### src/rtl/spi_regs_pkg.sv
`timescale 1ns/1ps
package spi_regs_pkg;
  localparam logic [1:0] ADDR_CTRL = 2'd0;
  localparam logic [1:0] ADDR_STAT = 2'd1;
  localparam logic [1:0] ADDR_DATA = 2'd2;

  localparam int ST_DONE  = 7;
  localparam int ST_WCOL  = 6;
  localparam int ST_FAULT = 5;

  localparam int RATE_W = 2;

  typedef struct packed {
    logic [2:0]        rsvd;
    logic              irq_en;
    logic              master;
    logic              ss_watch;
    logic [RATE_W-1:0] rate;
  } ctrl_t;

  localparam ctrl_t CTRL_RESET = '{rsvd: 3'd0, irq_en: 1'b0, master: 1'b0,
                                   ss_watch: 1'b0, rate: 2'd1};
endpackage

### src/rtl/spi_rate_gen.sv
`timescale 1ns/1ps
module spi_rate_gen #(
  parameter int SEL_W = 2
) (
  input  logic             clk,
  input  logic             rst_n,
  input  logic             run,
  input  logic [SEL_W-1:0] sel,
  output logic             tick
);
  localparam int CNT_W = (1 << SEL_W) - 1;

  logic [CNT_W-1:0] cnt;
  logic [CNT_W:0]   half;
  logic [CNT_W-1:0] last;

  always_comb begin
    half = (CNT_W+1)'(1) << sel;
    last = CNT_W'(half - 1'b1);
    tick = run && (cnt == last);
  end

  always_ff @(posedge clk or negedge rst_n) begin
    if (!rst_n)            cnt <= '0;
    else if (!run || tick) cnt <= '0;
    else                   cnt <= cnt + 1'b1;
  end
endmodule

### src/rtl/spi_shift_engine.sv
`timescale 1ns/1ps
module spi_shift_engine #(
  parameter int W = 8
) (
  input  logic         clk,
  input  logic         rst_n,
  input  logic         start,
  input  logic [W-1:0] tx,
  input  logic         abort,
  input  logic         tick,
  input  logic         miso,
  output logic         sck,
  output logic         mosi,
  output logic         busy,
  output logic         done_pulse,
  output logic [W-1:0] rx
);
  localparam int BC_W = $clog2(W);

  logic [W-1:0]    sh;
  logic            samp;
  logic [BC_W-1:0] bitcnt;

  assign mosi       = sh[W-1];
  assign done_pulse = busy && tick && sck && (bitcnt == BC_W'(W-1)) && !abort;

  always_ff @(posedge clk or negedge rst_n) begin
    if (!rst_n) begin
      sh     <= '0;
      samp   <= 1'b0;
      bitcnt <= '0;
      sck    <= 1'b0;
      busy   <= 1'b0;
      rx     <= '0;
    end else if (abort) begin
      busy <= 1'b0;
      sck  <= 1'b0;
    end else if (start && !busy) begin
      sh     <= tx;
      busy   <= 1'b1;
      bitcnt <= '0;
      sck    <= 1'b0;
    end else if (busy && tick) begin
      if (!sck) begin
        sck  <= 1'b1;
        samp <= miso;
      end else begin
        sck    <= 1'b0;
        sh     <= {sh[W-2:0], samp};
        bitcnt <= bitcnt + 1'b1;
        if (bitcnt == BC_W'(W-1)) begin
          busy <= 1'b0;
          rx   <= {sh[W-2:0], samp};
        end
      end
    end
  end
endmodule

### src/rtl/spi_flag_unit.sv
`timescale 1ns/1ps
module spi_flag_unit (
  input  logic clk,
  input  logic rst_n,
  input  logic stat_rd,
  input  logic data_acc,
  input  logic ack,
  input  logic set_done,
  input  logic set_wcol,
  input  logic set_fault,
  input  logic irq_en,
  input  logic gie,
  output logic done,
  output logic wcol,
  output logic fault,
  output logic irq
);
  logic seen_done, seen_wcol, seen_fault;
  logic clr_done, clr_wcol, clr_fault;

  always_comb begin
    clr_done  = (data_acc && seen_done) || ack;
    clr_wcol  = data_acc && seen_wcol;
    clr_fault = data_acc && seen_fault;
    irq       = done && irq_en && gie;
  end

  always_ff @(posedge clk or negedge rst_n) begin
    if (!rst_n) begin
      done <= 1'b0;
      wcol <= 1'b0;
      fault <= 1'b0;
    end else begin
      done  <= set_done  || (done  && !clr_done);
      wcol  <= set_wcol  || (wcol  && !clr_wcol);
      fault <= set_fault || (fault && !clr_fault);
    end
  end

  always_ff @(posedge clk or negedge rst_n) begin
    if (!rst_n) begin
      seen_done  <= 1'b0;
      seen_wcol  <= 1'b0;
      seen_fault <= 1'b0;
    end else if (stat_rd) begin
      seen_done  <= done;
      seen_wcol  <= wcol;
      seen_fault <= fault;
    end else if (data_acc) begin
      seen_done  <= 1'b0;
      seen_wcol  <= 1'b0;
      seen_fault <= 1'b0;
    end else if (ack) begin
      seen_done  <= 1'b0;
    end
  end
endmodule

### src/rtl/spi_master_regs.sv
`timescale 1ns/1ps
module spi_master_regs
  import spi_regs_pkg::*;
#(
  parameter int DATA_W      = 8,
  parameter int SYNC_STAGES = 2
) (
  input  logic              clk,
  input  logic              rst_n,
  input  logic              bus_sel,
  input  logic              bus_we,
  input  logic [1:0]        bus_addr,
  input  logic [DATA_W-1:0] bus_wdata,
  output logic [DATA_W-1:0] bus_rdata,
  input  logic              irq_gie,
  input  logic              irq_ack,
  output logic              irq,
  input  logic              ss_in,
  output logic              sck,
  output logic              mosi,
  input  logic              miso
);
  localparam int CTRL_W = $bits(ctrl_t);

  ctrl_t             ctrl_q;
  logic [SYNC_STAGES-1:0] ss_pipe;
  logic              ss_sync;
  logic              ctrl_wr, data_wr, data_acc, stat_rd;
  logic              start, busy, tick, done_pulse, fault_set;
  logic              done_flag, wcol_flag, fault_flag;
  logic [DATA_W-1:0] rx_buf;
  logic [DATA_W-1:0] status_word;

  // slave-select synchronizer, idles high
  generate
    for (genvar i = 0; i < SYNC_STAGES; i++) begin : g_sync
      always_ff @(posedge clk or negedge rst_n) begin
        if (!rst_n) ss_pipe[i] <= 1'b1;
        else        ss_pipe[i] <= (i == 0) ? ss_in : ss_pipe[(i == 0) ? 0 : i-1];
      end
    end
  endgenerate
  assign ss_sync = ss_pipe[SYNC_STAGES-1];

  always_comb begin
    ctrl_wr   = bus_sel && bus_we  && (bus_addr == ADDR_CTRL);
    data_wr   = bus_sel && bus_we  && (bus_addr == ADDR_DATA);
    data_acc  = bus_sel &&            (bus_addr == ADDR_DATA);
    stat_rd   = bus_sel && !bus_we && (bus_addr == ADDR_STAT);
    fault_set = ctrl_q.master && ctrl_q.ss_watch && !ss_sync;
    start     = data_wr && ctrl_q.master && !busy;
  end

  always_ff @(posedge clk or negedge rst_n) begin
    if (!rst_n) begin
      ctrl_q <= CTRL_RESET;
    end else if (fault_set) begin
      ctrl_q.master <= 1'b0;
    end else if (ctrl_wr) begin
      ctrl_q      <= ctrl_t'(bus_wdata[CTRL_W-1:0]);
      ctrl_q.rsvd <= '0;
    end
  end

  spi_rate_gen #(.SEL_W(RATE_W)) u_rate (
    .clk  (clk),
    .rst_n(rst_n),
    .run  (busy),
    .sel  (ctrl_q.rate),
    .tick (tick)
  );

  spi_shift_engine #(.W(DATA_W)) u_engine (
    .clk       (clk),
    .rst_n     (rst_n),
    .start     (start),
    .tx        (bus_wdata),
    .abort     (fault_set),
    .tick      (tick),
    .miso      (miso),
    .sck       (sck),
    .mosi      (mosi),
    .busy      (busy),
    .done_pulse(done_pulse),
    .rx        (rx_buf)
  );

  spi_flag_unit u_flags (
    .clk      (clk),
    .rst_n    (rst_n),
    .stat_rd  (stat_rd),
    .data_acc (data_acc),
    .ack      (irq_ack),
    .set_done (done_pulse || fault_set),
    .set_wcol (data_wr && busy),
    .set_fault(fault_set),
    .irq_en   (ctrl_q.irq_en),
    .gie      (irq_gie),
    .done     (done_flag),
    .wcol     (wcol_flag),
    .fault    (fault_flag),
    .irq      (irq)
  );

  always_comb begin
    status_word           = '0;
    status_word[ST_DONE]  = done_flag;
    status_word[ST_WCOL]  = wcol_flag;
    status_word[ST_FAULT] = fault_flag;
    case (bus_addr)
      ADDR_CTRL: bus_rdata = DATA_W'(ctrl_q);
      ADDR_STAT: bus_rdata = status_word;
      ADDR_DATA: bus_rdata = rx_buf;
      default:   bus_rdata = '0;
    endcase
  end
endmodule

### config.mk
export PLATFORM = sky130hd
export DESIGN_NAME = spi_master_regs
export DESIGN_NICKNAME = d
export VERILOG_FILES = /design/src/rtl/spi_regs_pkg.sv /design/src/rtl/spi_rate_gen.sv /design/src/rtl/spi_shift_engine.sv /design/src/rtl/spi_flag_unit.sv /design/src/rtl/spi_master_regs.sv
export SDC_FILE = /design/constraint.sdc
export NUM_CORES = 1
export LEC_CHECK = 0
export ABC_AREA = 1
export BUFFER_PORTS_ARGS = -buffer_cell sky130_fd_sc_hd__clkbuf_2
export CAP_MARGIN = 40
export CELL_PAD_IN_SITES_DETAIL_PLACEMENT = 0
export CELL_PAD_IN_SITES_GLOBAL_PLACEMENT = 1
export CORE_UTILIZATION = 44
export DETAILED_ROUTE_END_ITERATION = 12
export PLACE_DENSITY = 0.91
export SYNTH_ARGS = -nofsm -noshare
export SYNTH_HDL_FRONTEND = slang
export SYNTH_SLANG_ARGS = --single-unit
### constraint.sdc
create_clock -name clk -period 3 [get_ports clk]
set_clock_uncertainty 0.15 [all_clocks]
set_input_delay 0 -clock clk [delete_from_list [all_inputs] [get_ports clk]]
set_output_delay 0 -clock clk [all_outputs]
set_load 0.01 [all_outputs]
==> results of run 1 <==
-- per-stage QoR --
step           instances  hold slack, ns  worst slack (ns)
2_1_floorplan        240          -0.446              1.37
3_3_place_gp         313         -0.0610              1.07
3_5_place_dp         314          -0.173              1.01
4_1_cts              341          0.0565             0.912
5_1_grt              341           0.100             0.739
6_report             341          0.0393             0.907
-- registers in the layout (all words and copies together) (netlist names) --
register,flops
ctrl_q,5
ss_pipe,1
ss_sync,1
u_engine.bitcnt,3
u_engine.busy,1
u_engine.rx,8
u_engine.samp,1
u_engine.sck,1
u_engine.sh,8
u_flags.done,1
u_flags.fault,1
u_flags.seen_done,1
u_flags.seen_fault,1
u_flags.seen_wcol,1
u_flags.wcol,1
u_rate.cnt,3
-- worst max-delay path, cell delays in order --
cell	delay (ns)
dlygate4sd3_1	0.53
clkbuf_2	0.11
inv_2	0.05
nor2_1	0.41
nand2_1	0.20
o21ai_0	0.20
nand2_1	0.06
dlygate4sd3_1	0.55
-- cell families (layout without fill, tap and decap cells) --
kind of cell             Yosys count  in the layout  share of synthesized area, %
AND/OR/NAND/NOR                  144            144                          33.2
AO/OA/AOI/OAI                     25             25                          7.10
XOR/XNOR                           1              1                         0.464
flip-flops                        38             38                          50.6
adder cells (fa/ha/maj)            3              3                          1.99
buffers and inverters             29             80                          6.70
-- worst max path at each step --
stage / start / end / depth (start not counted)
3_5_place_dp: ss_sync / u_engine.rx[2] / 6
6_report: bus_addr[1] / u_flags.wcol / 8
3_3_place_gp: ss_sync / u_engine.rx[0] / 6
2_1_floorplan: ctrl_q[0] / u_engine.sh[0] / 10
4_1_cts: bus_addr[1] / u_flags.wcol / 8
5_1_grt: bus_addr[1] / u_flags.wcol / 8
-- routing by layer --
layer,vias up,share of wire [%]
met4,0,1.4
met2,44,42
met1,728,52
met5,-,0
li1,858,-
met3,6,4.8
-- power by group through the flow --
stage	Clock (mW)	Sequential (mW)	Combinational, mW
2_1_floorplan	0	0.724	0.305
3_3_place_gp	0	0.749	0.389
3_5_place_dp	0	0.749	0.402
4_1_cts	0.428	0.740	0.432
5_1_grt	0.451	0.758	0.493
6_report	0.423	0.741	0.428
-- synthesized netlist by cell type --
cell type,n,area (um^2)
nand2_2,1,6.26
o211ai_1,1,7.51
nand2_4,2,22.5
dfrtp_1,35,876
o22ai_1,2,12.5
buf_2,2,10.0
dfstp_2,3,78.8
inv_1,21,78.8
inv_2,3,11.3
nand3_1,21,105
buf_6,2,22.5
nand3_2,1,10.0
nand3b_1,1,7.51
nor2_1,15,56.3
a21oi_1,1,5.00
o21ai_0,18,90.1
nor2_2,3,18.8
nand4_4,1,21.3
o32ai_1,1,8.76
ha_1,3,37.5
o21ai_1,2,10.0
xnor2_1,1,8.76
nor3_2,1,10.0
clkbuf_1,1,3.75
nand2_1,98,368
-- cell type report --
cell class                 count  area share, %
sequential                    38           40.2
multi-input combinational    173           33.9
timing repair buffer          48           15.1
inverter                      24           3.79
clock buffer                   7           3.21
tap                           50           2.63
clock inverter                 1           1.26
==> impl_metrics.yaml, run 1 <==
run_status:
  status: "finished clean"
logic_synthesis:
  post_synth_instance_area_um2: 1890
  syn_avg_cell_area_um2: 7.86
  syn_nets: 261
  syn_inst: 240
  synth-seq-cells: 38
  synth_cell_types: 25
  yosysSeqAreaShare_pct: 50.6
  yosys_warnings: 0
global_route:
  grt_util_all_layers_pct: 20.4
  met3_usage_pct: 5.07
  use_met2_pct: 31.3
  grt-ovfl-total: 0
  grt_pass1_wl_mm: 6.75
  grt_max_degree: 24
  gr-usage-met1_pct: 27.8
  antenna_found_initial: 0
  grt_pass1_vias: 1487
  top_usage_layer: "met2"
timing:
  clock.fmax_ghz: 0.478
  finalSetupTns_ns: 0
  hold_viol: 0
  layout_min_cycle_time_ns: 2.09
  maxSlewHeadroom_pct: 62.3
  rsz0062_at_grt: "no"
  finalCritPeriodShare_pct: 69.8
  worstMarginPinSlew_ns: 0.564
  setup_viol: 0
  slew_violations: 0
floorplanning:
  initial_utilization_pct: 46.5
  core_um2: 4060
  die_width_um: 67.5
  die_area_um2: 4550
  num_io_pins: 29
  chipHeight_um: 67.5
  rows: 23
hold_path:
  min_path_type: "input pin to async pin"
clocking:
  cts_setup_buffers: 0
  cts_tree: "done"
  hold_buffers: 19
  clock_sinks: 38
  htree_levels: 2
  clk_path_buf_depth: 2
  clk_latency_ns: 0.29
  cts_resized: 0
  cts_root_buf: "clkbuf_8"
  cts.clk_slew.worst_paths_ns: 0.07
  cts_buffers: 5
setup_path:
  arrival_ns: 2.12
  worst_ep_required_time_ns: 3.03
  timing.rr.end: "u_engine.rx[2]"
  r2r_cells: 6
  reg2reg_from: "ss_sync"
  cp_max_fo: 9
  critPathCaptureType: "flip-flop"
  start_kind: "input pin"
  r2r_setup_slack_ns: 0.99
  path_class: "input pin to flip-flop"
finish:
  drive_gt1_share_pct: 17.2
  multiInputGateArea_um2: 806
  most-common-layout-cells: "98 x nand2_1, 35 x dfrtp_1, 28 x clkbuf_2, 21 x inv_1, 21 x nand3_1"
  utilization_pct: 58.6
  n_fill_cell: 385
  regArea_um2: 955
  area_growth_pct: 26.0
  fin_area_um2: 2380
  fin_nets: 311
  final_common_cell: "nand2_1"
  num_antenna_cells: 0
drt:
  wl_mm: 4.09
  drc_errors: 0
  vias: 1636
  drt_iter0_markers: 90
  viasPerCell: 4.80
  drt-wirelength-per-cell_um: 12.0
  drt-pass1-iter-count: 4
  antenna_left: 0
placement:
  port_buffers: 28
  dpl_cell_area_um2: 2080
  hpwl_mm: 2.94
  gp_congestion: 0.796
pwr:
  sequentialPowerShare_pct: 46.6
  p_leak_nw: 1.29
  p_clk_share_pct: 26.6
  p_total_mw: 1.59
  p_per_area_nw_per_um2: 669
  power.internal_mw: 1.05
  p_sw_share_pct: 33.7
  comb_power_share_pct: 26.9
  vdd_ir_drop_max_mv: 0.362
  p_switching_mw: 0.537
flow_run:
  cap_violations: 0
No activity file was read; power rests on OpenSTA's default activity.
==> inputs of run 2 (changes only) <==
CORE_UTILIZATION = 41   (was 44)
PLACE_DENSITY = 0.86   (was 0.91)
clock period = 2.2 ns   (was 3 ns; I/O delays follow)
==> impl_metrics.yaml, run 2 (synthesized netlist as in run 1, its figures left out) <==
run_status:
  status: "finished clean"
drt:
  drt-pass1-iter-count: 4
  drt-wirelength-per-cell_um: 12.3
  drc_errors: 0
  drt_iter0_markers: 69
  antenna_left: 0
  vias: 1622
  viasPerCell: 4.66
  wl_mm: 4.28
setup_path:
  reg2reg_from: "ctrl_q[0]"
  path_class: "input pin to flip-flop"
  timing.rr.end: "u_engine.rx[6]"
  cp_max_fo: 3
  arrival_ns: 2.17
  worst_ep_required_time_ns: 2.28
  critPathCaptureType: "flip-flop"
  r2r_setup_slack_ns: 0.32
  start_kind: "input pin"
  r2r_cells: 8
clocking:
  cts_buffers: 5
  htree_levels: 2
  cts_tree: "done"
  clk_path_buf_depth: 2
  cts_resized: 0
  cts_root_buf: "clkbuf_8"
  clock_sinks: 38
  clk_latency_ns: 0.30
  cts.clk_slew.worst_paths_ns: 0.07
timing:
  setup_viol: 0
  worstMarginPinSlew_ns: 0.497
  hold_viol: 0
  finalCritPeriodShare_pct: 95.2
  layout_min_cycle_time_ns: 2.10
  finalSetupTns_ns: 0
  clock.fmax_ghz: 0.477
  maxSlewHeadroom_pct: 66.9
  worst_slack_ns: 0.105
  rsz0062_at_grt: "no"
  slew_violations: 0
global_route:
  grt-ovfl-total: 0
  grt_util_all_layers_pct: 19.7
  grt_pass1_vias: 1584
  antenna_found_initial: 0
  grt_max_degree: 39
  grt_pass1_wl_mm: 7.43
hold_path:
  hold_depth: 4
  min-delay-start: "irq_gie"
  min_path_type: "input pin to output port"
  hold-path-endpoint: "irq"
pwr:
  vdd_ir_drop_max_mv: 0.464
  p_total_mw: 2.18
  p_leak_nw: 1.30
  p_per_area_nw_per_um2: 909
flow_run:
  cap_violations: 0
finish:
  final_common_cell: "nand2_1"
  reg_top3: "u_engine.rx x8, u_engine.sh x8, ctrl_q x5"
  most-common-layout-cells: "98 x nand2_1, 35 x dfrtp_1, 28 x clkbuf_2"
  fin_nets: 316
  drive_gt1_share_pct: 17.9
  utilization_pct: 54.8
  num_antenna_cells: 0
  area_growth_pct: 27.3
floorplanning:
  chipHeight_um: 69.8
  core_um2: 4380
  rows: 24
  num_io_pins: 29
  die_area_um2: 4880
  initial_utilization_pct: 43.0
  die_width_um: 69.8
placement:
  place_ws_ns: 0.324
  port_buffers: 28
  hpwl_mm: 2.98
  gp_congestion: 0.785
-- run 2: changes by cell type in the layout (fill, tap and decap cells not counted) --
cell,change
buf_4,+4
dlygate4sd3_1,+2
buf_16,-1
-- run 2: report_power, final --
| part | switching [mW] | total, mW | internal (mW) | leakage (nW) |
|---|---|---|---|---|
| registers | 0.143 | 1.01 | 0.867 | 0.496 |
| clock network | 0.243 | 0.583 | 0.339 | 0.0524 |
| logic | 0.350 | 0.592 | 0.243 | 0.751 |
-- run 2: what timing repair did --
action | in CTS | in global routing
setup buffers | 0 | 0
hold buffers | 21 | 0
endpoints found under the hold margin | 59 | 0
-- run 2: through the flow --
step	hold slack, ns	instance area [um^2]	instances
after floorplan	-0.446	1890	240
after global placement	-0.0704	2090	319
after detailed placement	-0.0702	2090	319
after CTS	0.130	2400	348
after global routing	0.164	2400	348
final	0.129	2400	348
-- run 2: worst max path at each step --
stage / end / slack (ns) / from
after floorplan: u_engine.sh[0] / 0.57 / ctrl_q[0]
after detailed placement: u_engine.rx[6] / 0.32 / ctrl_q[0]
after global routing: u_flags.wcol / 0.03 / bus_sel
after global placement: u_engine.rx[0] / 0.42 / ctrl_q[0]
after CTS: u_flags.wcol / 0.13 / bus_addr[1]
final: u_flags.wcol / 0.10 / bus_sel
-- run 2: worst max-delay path, stage by stage --
cell,delay (ns)
dlygate4sd3_1,0.53
clkbuf_2,0.13
nand2_1,0.08
nor3_2,0.17
dlygate4sd3_1,0.59
nand2_1,0.06
nand2_1,0.07
dlygate4sd3_1,0.54
-- run 2: cell type report --
class | instances | area (um^2)
inverters | 24 | 90.1
multi-input cells | 173 | 806
repair buffers | 53 | 380
flip-flops and latches | 38 | 955
clock buffers | 7 | 76.3
well taps | 52 | 65.1
clock inverters | 1 | 30.0
fillers | 450 | 1980
-- run 2: routing by layer --
metal	routed length [um]	track usage, %
met5	0	0
met4	71	6.67
met3	179	5.23
met2	1830	29.8
met1	2190	27.2
==> inputs of run 3 (changes only) <==
SYNTH_HIERARCHICAL = 1   (was not set)
==> impl_metrics.yaml, run 3 <==
logic_synthesis:
  yosys_warnings: 6
  ys.flop_type: "dfrtp_1"
  ys_top_cells_by_area: "dfrtp_1 44%, nand2_1 22%, nand3_1 8.6%"
  yosysSeqAreaShare_pct: 48.0
  post_synth_instance_area_um2: 1990
  synth-edff-count: 0
  yosys.area.top_type: "dfrtp_1"
  synth-seq-cells: 38
  syn_inst: 257
  netlist.area_leader.share_pct: 44.1
  synthArstFlopShare_pct: 100
  syn_nets: 278
  ys_top_cells_by_count: "114 x nand2_1, 35 x dfrtp_1, 34 x nand3_1, 19 x inv_1, 9 x nand4_1"
  synth.most_common_cell: "nand2_1"
  syn_avg_cell_area_um2: 7.73
  synth_cell_types: 29
setup_path:
  critPathCaptureType: "flip-flop"
  r2r_setup_slack_ns: 0.24
  cp_num_cells: 8
  r2r_cells: 13
  start_kind: "input pin"
  path_buf_inv: 4
  arrival_ns: 2.00
  critPathTopFamily: "buffers and inverters"
  slowest_delay_ns: 0.55
  cp_max_fo: 6
  timing.rr.end: "u_flags/done"
  worst_ep_required_time_ns: 2.23
  reg2reg_from: "ctrl_q[0]"
  cpMaxStageDelayCell: "dlygate4sd3_1"
  path_class: "input pin to flip-flop"
  path_cells: "dlygate4sd3_1 -> clkbuf_2 -> inv_2 -> nor3_1 -> nor2_2 -> nand2_1 -> nand2_1 -> dlygate4sd3_1"
clocking:
  cts_setup_buffers: 0
  cts_root_buf: "clkbuf_8"
  cts_buffers: 5
  cts_tree: "done"
  hold_buffers: 22
  cts.clk_slew.worst_paths_ns: 0.07
  clk_path_buf_depth: 2
  htree_levels: 2
  clock_sinks: 38
  clk_latency_ns: 0.29
  cts_resized: 0
floorplanning:
  initial_utilization_pct: 44.1
  die_width_um: 71.6
  core_um2: 4500
  num_io_pins: 29
  chipHeight_um: 71.6
  rows: 24
  die_area_um2: 5130
flow_run:
  cap_violations: 0
timing:
  hold_viol: 0
  finalSetupTns_ns: 0
  rsz0062_at_grt: "no"
  slew_violations: 0
  worst_hold_slack_ns: 0.0771
  finalCritPeriodShare_pct: 89.6
  worstMarginPinSlew_ns: 0.553
  layout_min_cycle_time_ns: 1.97
  setup_viol: 0
  maxSlewHeadroom_pct: 62.8
  clock.fmax_ghz: 0.507
drt:
  vias: 1737
  drt-pass1-iter-count: 4
  viasPerCell: 4.76
  wl_mm: 4.36
  drt_iter0_markers: 96
  drt-wirelength-per-cell_um: 11.9
  drc_errors: 0
  antenna_left: 0
finish:
  most-common-layout-cells: "114 x nand2_1, 35 x dfrtp_1, 34 x nand3_1, 28 x clkbuf_2, 22 x dlygate4sd3_1"
  reg_top3: "u_engine/rx x8, u_engine/sh x8, ctrl_q x5"
  fin_nets: 333
  final_common_cell: "nand2_1"
  area_growth_pct: 25.6
  drive_gt1_share_pct: 18.2
  num_antenna_cells: 0
pwr:
  p_clk_share_pct: 23.8
  comb_power_share_pct: 25.9
  p_sw_share_pct: 34.5
  p_per_area_nw_per_um2: 835
  p_switching_mw: 0.719
  power.internal_mw: 1.36
  sequentialPowerShare_pct: 50.2
  vdd_ir_drop_max_mv: 0.412
  p_leak_nw: 1.36
hold_path:
  hold-path-endpoint: "ctrl_q[3]"
  hold_depth: 5
  min-delay-start: "bus_addr[0]"
  min_path_type: "input pin to flip-flop"
global_route:
  grt_pass1_wl_mm: 7.49
  antenna_found_initial: 0
  grt_max_degree: 39
  grt_pass1_vias: 1634
  grt_util_all_layers_pct: 19.1
  grt-ovfl-total: 0
placement:
  hpwl_mm: 3.06
  port_buffers: 28
  gp_congestion: 0.744
run_status:
  status: "finished clean"
[run 3: cell types whose count changed after synthesis, sizes merged, moves of 2 or more]
cell,delta
nor2,-6
buf,+2
o22ai,-2
o21ai,-18
nand3,+14
nand2,+17
nand4,+8
inv,-2
[run 3: layer usage]
metal	share of wire (%)	track usage (%)	vias up
li1	-	-	927
met1	52	27.1	766
met2	43	28.9	38
met3	4.0	4.22	6
met4	1.3	6.54	0
met5	0	0	-
[run 3: worst register-to-register path, cell delays in order (launching register included)]
cell and delay [ns]:
dfstp_2 0.58, nand2_1 0.06, nand2_1 0.06, nand2_1 0.05, inv_1 0.06, nand3_2 0.07
nor2_1 0.17, nand3_1 0.16, inv_1 0.13, nand3_2 0.16, inv_1 0.09, or2_1 0.09
inv_1 0.03, nand2_1 0.05
[run 3: worst max-delay path by stage]
stage / slack, ns / start / to
after global placement: 0.32 / ctrl_q[0] / u_flags/done
after global routing: 0.04 / ctrl_q[0] / u_flags/done
after detailed placement: 0.24 / ctrl_q[0] / u_flags/done
final: 0.23 / bus_addr[1] / u_flags/seen_done
after floorplan: 0.43 / ctrl_q[0] / u_flags/done
after CTS: 0.22 / ctrl_q[0] / u_flags/done
[run 3: cell families (layout without fill, tap and decap cells)]
family | count (synthesis) | after routing | synth area share (%)
compound gates | 4 | 4 | 1.01
buf+inv | 29 | 85 | 6.42
flops | 38 | 38 | 48.0
xor+xnor | 2 | 2 | 0.882
fa+ha+maj | 3 | 3 | 1.89
simple gates | 181 | 181 | 41.8
[run 3: final cells by class]
cell class | instances | area, um^2
Fill cell | 428 | 2010
Sequential cell | 38 | 955
Multi-Input combinational cell | 190 | 905
Timing Repair Buffer | 55 | 398
Clock buffer | 7 | 86.3
Inverter | 22 | 82.6
Tap cell | 52 | 65.1
Clock inverter | 1 | 5.00
[run 3: power groups by stage]
stage	Combinational [mW]	Clock (mW)	Sequential, mW
2_1_floorplan	0.385	0	1.02
3_3_place_gp	0.504	0	1.05
3_5_place_dp	0.518	0	1.06
4_1_cts	0.545	0.508	1.05
5_1_grt	0.632	0.537	1.08
6_report	0.541	0.497	1.05
[run 3: stage by stage]
step | cells | utilization (%) | instance area (um^2) | setup slack, ns | power (mW)
global route | 365 | 55.4 | 2500 | 0.0367 | 2.25
finish | 365 | 55.4 | 2500 | 0.229 | 2.08
floorplan | 257 | - | 1990 | 0.426 | 1.41
CTS | 365 | 55.4 | 2500 | 0.224 | 2.10
global placement | 335 | 48.5 | 2180 | 0.317 | 1.56
detailed placement | 335 | 48.5 | 2180 | 0.242 | 1.58
